**config.mk**
```make
export PLATFORM = sky130hd
export DESIGN_NAME = vernier_quantizer
export DESIGN_NICKNAME = d
export VERILOG_FILES = /design/src/rtl/vq_pkg.sv /design/src/rtl/vq_capture.sv /design/src/rtl/vq_chain.sv /design/src/rtl/vq_arbiters.sv /design/src/rtl/vq_encoder.sv /design/src/rtl/vernier_quantizer.sv
export SDC_FILE = /design/constraint.sdc
export NUM_CORES = 1
export LEC_CHECK = 0
export BUFFER_PORTS_ARGS = -buffer_cell sky130_fd_sc_hd__buf_4
export CAP_MARGIN = 5
export CELL_PAD_IN_SITES_DETAIL_PLACEMENT = 0
export CELL_PAD_IN_SITES_GLOBAL_PLACEMENT = 1
export CORE_UTILIZATION = 35
export DETAILED_ROUTE_END_ITERATION = 7
export PLACE_DENSITY_LB_ADDON = 0.15
export SYNTH_ARGS = -nofsm -noshare
export SYNTH_HDL_FRONTEND = slang
export SYNTH_SLANG_ARGS = --single-unit
```
**constraint.sdc**
```tcl
create_clock -name clk -period 4.3 [get_ports clk]
set_input_delay 0.215 -clock clk [delete_from_list [all_inputs] [get_ports clk]]
set_output_delay 0.215 -clock clk [all_outputs]
set_load 0.01 [all_outputs]
```
**src/rtl/vq_pkg.sv**
```systemverilog
package vq_pkg;

  typedef enum logic [1:0] {
    VQ_IDLE = 2'd0,
    VQ_RUN  = 2'd1,
    VQ_DONE = 2'd2
  } vq_phase_e;

  // Index in a chain's shift register that holds the token for a given stage
  function automatic int vq_tap_index(input int stage, input int dly);
    return stage * dly - 1;
  endfunction

  // Width of a binary count that can reach 'stages'
  function automatic int vq_code_width(input int stages);
    return $clog2(stages + 1);
  endfunction

endpackage

```
**src/rtl/vq_capture.sv**
```systemverilog
module vq_capture (
  input  logic clk,
  input  logic rst,
  input  logic clr_i,
  input  logic done_i,
  input  logic start_i,
  input  logic stop_i,
  output logic start_lvl_o,
  output logic stop_lvl_o,
  output logic start_acc_o
);

  logic stop_acc;

  // A start counts only once per window and never after completion
  assign start_acc_o = start_i & ~start_lvl_o & ~done_i & ~clr_i;
  // A stop counts only when a start is held or is being taken this cycle
  assign stop_acc    = stop_i & ~stop_lvl_o & ~done_i & ~clr_i &
                       (start_lvl_o | start_acc_o);

  always_ff @(posedge clk) begin
    if (rst || clr_i) begin
      start_lvl_o <= 1'b0;
      stop_lvl_o  <= 1'b0;
    end else begin
      if (start_acc_o) start_lvl_o <= 1'b1;
      if (stop_acc)    stop_lvl_o  <= 1'b1;
    end
  end

  // the stop level is never held without the start level
  a_r6_stop_needs_start: assert property (@(posedge clk) disable iff (rst)
    stop_lvl_o |-> start_lvl_o);

endmodule

```
**src/rtl/vq_chain.sv**
```systemverilog
module vq_chain #(
  parameter int STAGES = 15,
  parameter int DLY    = 3
) (
  input  logic              clk,
  input  logic              rst,
  input  logic              clr_i,
  input  logic              lvl_i,
  output logic [STAGES-1:0] tap_o
);
  import vq_pkg::*;

  localparam int LEN = (STAGES - 1) * DLY;

  logic [LEN-1:0] sr;

  always_ff @(posedge clk) begin
    if (rst || clr_i) begin
      sr <= '0;
    end else begin
      sr[0] <= lvl_i;
      for (int k = 1; k < LEN; k++) sr[k] <= sr[k-1];
    end
  end

  assign tap_o[0] = lvl_i;

  for (genvar i = 1; i < STAGES; i++) begin : g_tap
    assign tap_o[i] = sr[vq_tap_index(i, DLY)];

    // a token reaches a stage only after it has reached the one before
    a_r10_tap_order: assert property (@(posedge clk) disable iff (rst)
      tap_o[i] |-> tap_o[i-1]);
  end

endmodule

```
**src/rtl/vq_arbiters.sv**
```systemverilog
module vq_arbiters #(
  parameter int STAGES = 15
) (
  input  logic              clk,
  input  logic              rst,
  input  logic              clr_i,
  input  logic              freeze_i,
  input  logic [STAGES-1:0] tap_start_i,
  input  logic [STAGES-1:0] tap_stop_i,
  output logic [STAGES-1:0] q_o,
  output logic              catch_o,
  output logic              last_o
);

  logic [STAGES-1:0] decided;
  logic [STAGES-1:0] eval_now;

  // A stage is decided once, on the first cycle the start token is present
  assign eval_now = tap_start_i & ~decided & {STAGES{~freeze_i}};
  assign catch_o  = |(eval_now & tap_stop_i);
  assign last_o   = eval_now[STAGES-1];

  always_ff @(posedge clk) begin
    if (rst || clr_i) begin
      decided <= '0;
      q_o     <= '0;
    end else begin
      for (int i = 0; i < STAGES; i++) begin
        if (eval_now[i]) begin
          decided[i] <= 1'b1;
          q_o[i]     <= ~tap_stop_i[i];
        end
      end
    end
  end

  for (genvar i = 0; i < STAGES; i++) begin : g_chk
    // an arbiter set means the start token has reached its stage
    a_r2_arb_after_start: assert property (@(posedge clk) disable iff (rst)
      q_o[i] |-> tap_start_i[i]);
  end

endmodule

```
**src/rtl/vq_encoder.sv**
```systemverilog
module vq_encoder #(
  parameter int STAGES = 15,
  parameter int CW     = 4
) (
  input  logic [STAGES-1:0] therm_i,
  output logic [CW-1:0]     code_o
);

  // Counting ones tolerates a bubble in the word
  always_comb begin
    code_o = '0;
    for (int i = 0; i < STAGES; i++) code_o = code_o + CW'(therm_i[i]);
  end

endmodule

```
**src/rtl/vernier_quantizer.sv**
```systemverilog
module vernier_quantizer #(
  parameter int STAGES   = 15,
  parameter int SLOW_DLY = 3,
  parameter int FAST_DLY = 2
) (
  input  logic                         clk,
  input  logic                         rst,
  input  logic                         arm_i,
  input  logic                         start_i,
  input  logic                         stop_i,
  output logic [STAGES-1:0]            therm_o,
  output logic [$clog2(STAGES+1)-1:0]  code_o,
  output logic                         done_o
);
  import vq_pkg::*;

  localparam int CW = vq_code_width(STAGES);

  vq_phase_e         phase;
  logic              start_lvl, stop_lvl, start_acc;
  logic [STAGES-1:0] tap_start, tap_stop;
  logic              catch_ev, last_ev, finish_ev;

  assign done_o    = (phase == VQ_DONE);
  assign finish_ev = catch_ev | last_ev;

  vq_capture u_capture (
    .clk         (clk),
    .rst         (rst),
    .clr_i       (arm_i),
    .done_i      (done_o),
    .start_i     (start_i),
    .stop_i      (stop_i),
    .start_lvl_o (start_lvl),
    .stop_lvl_o  (stop_lvl),
    .start_acc_o (start_acc)
  );

  vq_chain #(.STAGES(STAGES), .DLY(SLOW_DLY)) u_slow (
    .clk   (clk),
    .rst   (rst),
    .clr_i (arm_i),
    .lvl_i (start_lvl),
    .tap_o (tap_start)
  );

  vq_chain #(.STAGES(STAGES), .DLY(FAST_DLY)) u_fast (
    .clk   (clk),
    .rst   (rst),
    .clr_i (arm_i),
    .lvl_i (stop_lvl),
    .tap_o (tap_stop)
  );

  vq_arbiters #(.STAGES(STAGES)) u_arb (
    .clk         (clk),
    .rst         (rst),
    .clr_i       (arm_i),
    .freeze_i    (done_o),
    .tap_start_i (tap_start),
    .tap_stop_i  (tap_stop),
    .q_o         (therm_o),
    .catch_o     (catch_ev),
    .last_o      (last_ev)
  );

  vq_encoder #(.STAGES(STAGES), .CW(CW)) u_enc (
    .therm_i (therm_o),
    .code_o  (code_o)
  );

  always_ff @(posedge clk) begin
    if (rst || arm_i) begin
      phase <= VQ_IDLE;
    end else begin
      case (phase)
        VQ_IDLE: if (start_acc) phase <= VQ_RUN;
        VQ_RUN:  if (finish_ev) phase <= VQ_DONE;
        default: phase <= phase;
      endcase
    end
  end

  // an arm clears the word and the done flag on the next edge
  a_r1_arm_clears: assert property (@(posedge clk) disable iff (rst)
    arm_i |=> (therm_o == '0 && !done_o));

  // without an accepted start no arbiter is set
  a_r6_idle_no_bits: assert property (@(posedge clk) disable iff (rst)
    (phase == VQ_IDLE) |-> (therm_o == '0 && !stop_lvl));

  // done holds until the next arm
  a_r8_done_holds: assert property (@(posedge clk) disable iff (rst)
    (done_o && !arm_i) |=> done_o);

  // the word is frozen while done
  a_r8_therm_frozen: assert property (@(posedge clk) disable iff (rst)
    (done_o && !arm_i) |=> $stable(therm_o));

  // contiguous ones from bit 0
  a_r9_therm_shape: assert property (@(posedge clk) disable iff (rst)
    (therm_o & (therm_o + 1'b1)) == '0);

  // the code counts the ones in the word
  a_r9_code_count: assert property (@(posedge clk) disable iff (rst)
    int'(code_o) == $countones(therm_o));

endmodule

```
# ---- Word-level counts from Yosys, hierarchy flattened
# Cells that the tools add are included.
dict set report totals {
  regBits 104
  input_bits 5
  output_inout_bits 20
  elab_cells 92
}
dict set report op_classes {
  addsub 14
  eq_ne 4
  mux 3
  bitwise_logic 31
  n_reduce_logical 5
}
# cell n
set op_table {}
lappend op_table {{4-bit by 1-bit adder with 4-bit output} 13}
lappend op_table {{15-bit AND} 3}
lappend op_table {{1-bit NOT} 18}
lappend op_table {{15-bit NOT} 1}
lappend op_table {{15-bit OR reduction} 1}
lappend op_table {{1-bit AND} 7}
lappend op_table {{2-bit two-way mux} 2}
lappend op_table {{2-bit one-hot mux with 2 select lines} 1}
lappend op_table {{3-bit AND reduction} 1}
lappend op_table {{1-bit by 1-bit adder with 2-bit output} 1}
lappend op_table {{2-bit by 1-bit == test with 1-bit output (second input constant)} 1}
lappend op_table {{2-bit == test (second input constant)} 1}
lappend op_table {{2-bit logical NOT} 1}
lappend op_table {{2-bit by 1-bit != test with 1-bit output (second input constant)} 1}
lappend op_table {{2-bit != test (second input constant)} 1}
lappend op_table {{1-bit OR} 2}
lappend op_table {{2-bit nonzero test} 1}
lappend op_table {{1-bit logical OR} 1}

# ---- Longest topological paths before layout
dict set report depth {
  word_depth 14
  ltp_mapped 13
  ltp_nobuf 13
}

# ---- Hierarchy
# From an unflattened synthesis, not the netlist that was laid out.
dict set report unflattened {
  cells_unflattened 374
  hier_area_um2 4349.2
}
# mod n_inst cells_per_inst area_per_inst_um2
set by_module_without_submodules {}
lappend by_module_without_submodules {{vq_chain at u_slow} 1 109 1577.8}
lappend by_module_without_submodules {vq_arbiters 1 133 1191.1}
lappend by_module_without_submodules {{vq_chain at u_fast} 1 77 1051.0}
lappend by_module_without_submodules {vq_encoder 1 36 352.8}
lappend by_module_without_submodules {vernier_quantizer 1 10 96.3}
lappend by_module_without_submodules {vq_capture 1 9 80.1}

# ---- Worst setup path after synthesis
# OpenSTA, ideal clock, no wires.
dict set report synth_path {
  path_type {reg2out}
  from {reg u_arb.q_o[0]}
  to {out code_o[2]}
  arrival_time_ps 3468
  required_time_ps 4085
  slack_ps 617
  path_stages_with_launch 14
  cell_sequence {dfxtp_1 -> ha_1 -> inv_1 -> fa_1 -> inv_1 -> fa_1 -> fa_1 -> inv_1 -> fa_1 -> inv_1 -> ha_1 -> inv_1 -> fa_1 -> xnor2_1}
}
dict set report synth_via {
  elab_chain_len 14
}
# item line
set synth_lines {}
lappend synth_lines {{start, declared} vq_arbiters.sv:10} ;# output logic [STAGES-1:0] q_o,
lappend synth_lines {{start signal, assigned by index} vq_arbiters.sv:31} ;# q_o[i] <= ~tap_stop_i[i];
lappend synth_lines {{1-bit by 1-bit adder with 2-bit output} vq_encoder.sv:12} ;# for (int i = 0; i < STAGES; i++) code_o = code_o + CW'(therm_i[i]);
lappend synth_lines {{4-bit by 1-bit adder with 4-bit output (13 in a row)} vq_encoder.sv:12}
lappend synth_lines {{end, declared} vernier_quantizer.sv:12} ;# output logic [$clog2(STAGES+1)-1:0] code_o,
# Every way passes these cells.

# ---- Final worst setup path
# Same ends and word-level chain as after synthesis.

==> key figures <==
Run status
  • Result of the run: finished clean

STA
  • Final hold slack: 0.0943 ns
  • Final clock period utilization by the worst path: 0.963
  • Worst slew margin relative to its limit: 0.378
  • Final setup slack of the worst path: 0.161 ns
  • Final worst clock skew: 0.00973 ns
  • Number of endpoints failing setup at the final stage: 0
  • Unrepaired setup endpoints after global routing: no
  • Maximum clock frequency: 242 MHz
  • Number of hold-slack violations in the final timing report: 0
  • Number of max-slew violations in the final report: 0
  • Setup tns final: 0 ns
  • Post-route minimum period: 4.14 ns
  • Slew @ Worst Pin: 0.933 ns

Worst hold path
  • Classification of the worst-slack hold path: in2reg

Final layout
  • Antenna cells: 0
  • Total area of sequential cells: 2080 um^2
  • Final cell count without fillers: 511
  • Number of filler instances in the final layout: 1011
  • Layout cells sized above 1: 0.124
  • Layout Utilization: 0.417
  • Growth of design area from synthesis to finish: 14.9%
  • NumNets Final: 394
  • Area used by multi-input combinational logic: 1330 um^2

Clocking
  • # H-tree levels: 3
  • Clock transition time at the flip-flop clock pins of the worst setup and hold paths: 0.09 ns
  • TritonCTS clock tree: built
  • CTS root buffer: sky130_fd_sc_hd__clkbuf_8
  • Clk sink count: 104
  • Clk buf depth: 2
  • Clock buffer count from CTS: 9
  • Clock network latency to the later pin of the worst-skew pair: 0.36 ns

Logic synthesis
  • Synthesized area per cell: 10.2 um^2
  • Area of the mapped netlist: 3570 um^2
  • Number of warnings printed during yosys synthesis: 0
  • Cell taking the most area after synthesis: sky130_fd_sc_hd__dfxtp_1
  • Nets in the synthesized netlist: 370
  • Number of register bits inferred by synthesis: 104
  • Portion of synthesized cell area occupied by the leading cell type: 0.584
  • Yosys cell types: 28
  • Synth Instances: 350
  • Most area-consuming cells after synthesis: sky130_fd_sc_hd__dfxtp_1 58%, sky130_fd_sc_hd__and2_1 12%, sky130_fd_sc_hd__fa_1 5.1%, sky130_fd_sc_hd__nor2_1 4.1%, sky130_fd_sc_hd__a21oi_1 3.1%
  • Fraction of the yosys area taken by sequential cells: 0.584

Placed design
  • Final weighted congestion in routability-driven placement: 0.698
  • Cell count after placement: 495
  • Port Buf Inserts: 24
  • Post-placement setup slack: 0.431 ns
  • Half-perimeter wire length of the detailed placement result: 4.53 mm

Setup path
  • Largest driver fanout on the critical path: 3
  • Worst setup startpoint: u_arb.q_o[0]
  • Worst endpoint required time: 4.09 ns
  • Worst EP arrival: 3.92 ns
  • Worst Path Class, Setup: reg2out
  • Worst r2r dst: phase[0]
  • Crit. End Element: output port
  • Reg2Reg Launch Point: phase[0]
  • Flop-to-flop setup slack: 1.79 ns
  • Critical Path End: code_o[2]
  • Startpoint class of the critical path: flop
  • Worst reg2reg path depth: 7

Detailed routing
  • Ratio of routed vias to standard cells: 4.39
  • Average routed wire per standard cell: 12.8 um
  • Wire length reported by the detailed router: 6.52 mm
  • Number of iterations in the first detailed-routing pass: 4
  • Via count: 2245
  • Drt initial violations: 57
  • Antenna-violating nets left: 0
  • Residual DRC: 0

Power
  • Worst vdd ir: 0.200 mV
  • Leakage power: 1.72 nW
  • Power Density: 399 nW/um^2

Floorplan
  • Chip width: 103 um
  • Core Rows: 36
  • Starting density of the core: 0.363
  • Standard cell core area: 9820 um^2
  • I/O pin count: 25
  • Die area: 10600 um^2
  • Vertical die dimension: 103 um

Global routing
  • Global-route wire length before repair: 10.7 mm
  • Total GRT Usage: 0.140
  • Largest net degree at the start of global routing: 42
  • Total gr overflow: 0
  • Number of antenna violations at the first check in global routing: 0
  • Via count of the first global-routing pass: 2071

Job
  • Maximum capacitance violations: 0
[state kept, by name, summed over array words and instances, names as in the netlist]
signal / count
u_slow.sr: 42
phase: 2
u_arb.q_o: 15
u_fast.sr: 28
u_arb.decided: 15
u_capture.start_lvl_o: 1
u_capture.stop_lvl_o: 1
[cell usage in the layout, fill, tap and decap left out, drive strengths merged, types with 3 or more instances in the layout]
cell,count
ha,6
a211oi,5
o21ai,8
clkbuf,9
nand4,4
buf,28
nand2,17
and2,70
nand4b,8
fa,9
dfxtp,104
a21oi,22
nor3b,3
inv,27
clkinv,3
nor2,39
[layer usage]
layer | vias to the layer above | part of all wire | global-route usage
met5 | - | 0 | 0
li1 | 1159 | - | -
met1 | 1047 | 0.50 | 0.183
met3 | 9 | 0.038 | 0.0454
met2 | 30 | 0.45 | 0.216
met4 | 0 | 0.015 | 0.0520
[cell type report]
type                            count  share of cell area
Clock inverter                      6              0.0205
Inverter                           26              0.0238
Multi-Input combinational cell    205               0.325
Clock buffer                        9              0.0302
Tap cell                          133              0.0406
Timing Repair Buffer               28              0.0513
Sequential cell                   104               0.508
[synth_stat cells, drive strengths merged]
cell and n:
fa 9, nor2 39, o41ai 1, nand4b 8, ha 6, a211oi 5
o221a 1, a21oi 22, o221ai 1, nand2 17, nor3b 3, clkbuf 11
o21ai 8, a21o 1, xnor2 2, a41o 1, nor3 1, or3 1
or2 1, dfxtp 104, nand4 4, and2 70, nand2b 1, inv 26
a31oi 2, o22ai 1, buf 4
[worst max-delay path, stage by stage, from the launching register on]
cell	delay, ns
sky130_fd_sc_hd__dfxtp_1	0.33
sky130_fd_sc_hd__ha_1	0.27
sky130_fd_sc_hd__inv_1	0.05
sky130_fd_sc_hd__fa_1	0.47
sky130_fd_sc_hd__inv_1	0.05
sky130_fd_sc_hd__fa_1	0.46
sky130_fd_sc_hd__fa_1	0.51
sky130_fd_sc_hd__inv_1	0.05
sky130_fd_sc_hd__fa_1	0.42
sky130_fd_sc_hd__inv_1	0.06
sky130_fd_sc_hd__ha_1	0.16
sky130_fd_sc_hd__inv_1	0.05
sky130_fd_sc_hd__fa_1	0.37
sky130_fd_sc_hd__xnor2_1	0.16
sky130_fd_sc_hd__buf_4	0.14
[power breakdown]
part           total (mW)  leakage [nW]  switching [mW]  internal [mW]
clock network       0.638         0.109           0.314          0.324
registers           0.967         0.838         0.00246          0.965
logic              0.0308         0.773          0.0216        0.00919
[stage by stage]
step           total power [mW]  area (um^2)
4_1_cts                    1.66         4090
3_5_place_dp               1.02         3880
3_3_place_gp               1.02         3880
6_report                   1.64         4100
2_1_floorplan              1.01         3570
5_1_grt                    1.71         4100
[how the worst min path moves through the flow]
stage | start | end | slack (ns) | cells past startpoint
after floorplan | stop_i | u_capture.stop_lvl_o | 0.38 | 1
after global placement | u_fast.sr[27] | u_arb.q_o[14] | 0.40 | 1
after detailed placement | u_fast.sr[27] | u_arb.q_o[14] | 0.40 | 1
after CTS | stop_i | u_capture.stop_lvl_o | 0.08 | 2
after global routing | stop_i | u_capture.stop_lvl_o | 0.08 | 2
final | stop_i | u_capture.stop_lvl_o | 0.09 | 2
[cells by family after synthesis]
logic type               synth area share
XOR/XNOR                          0.00491
buffers and inverters              0.0453
AND/OR/NAND/NOR                     0.221
adder cells (fa/ha/maj)            0.0716
AO/OA/AOI/OAI                      0.0730
flip-flops                          0.584
[what timing repair did]
action / in CTS / in global routing
hold buffers: 0 / 0
setup endpoints to repair: 0 / 2
buffers inserted: 0 / 1
resized for setup: 0 / 1
Power figures use the tool's default switching activity.
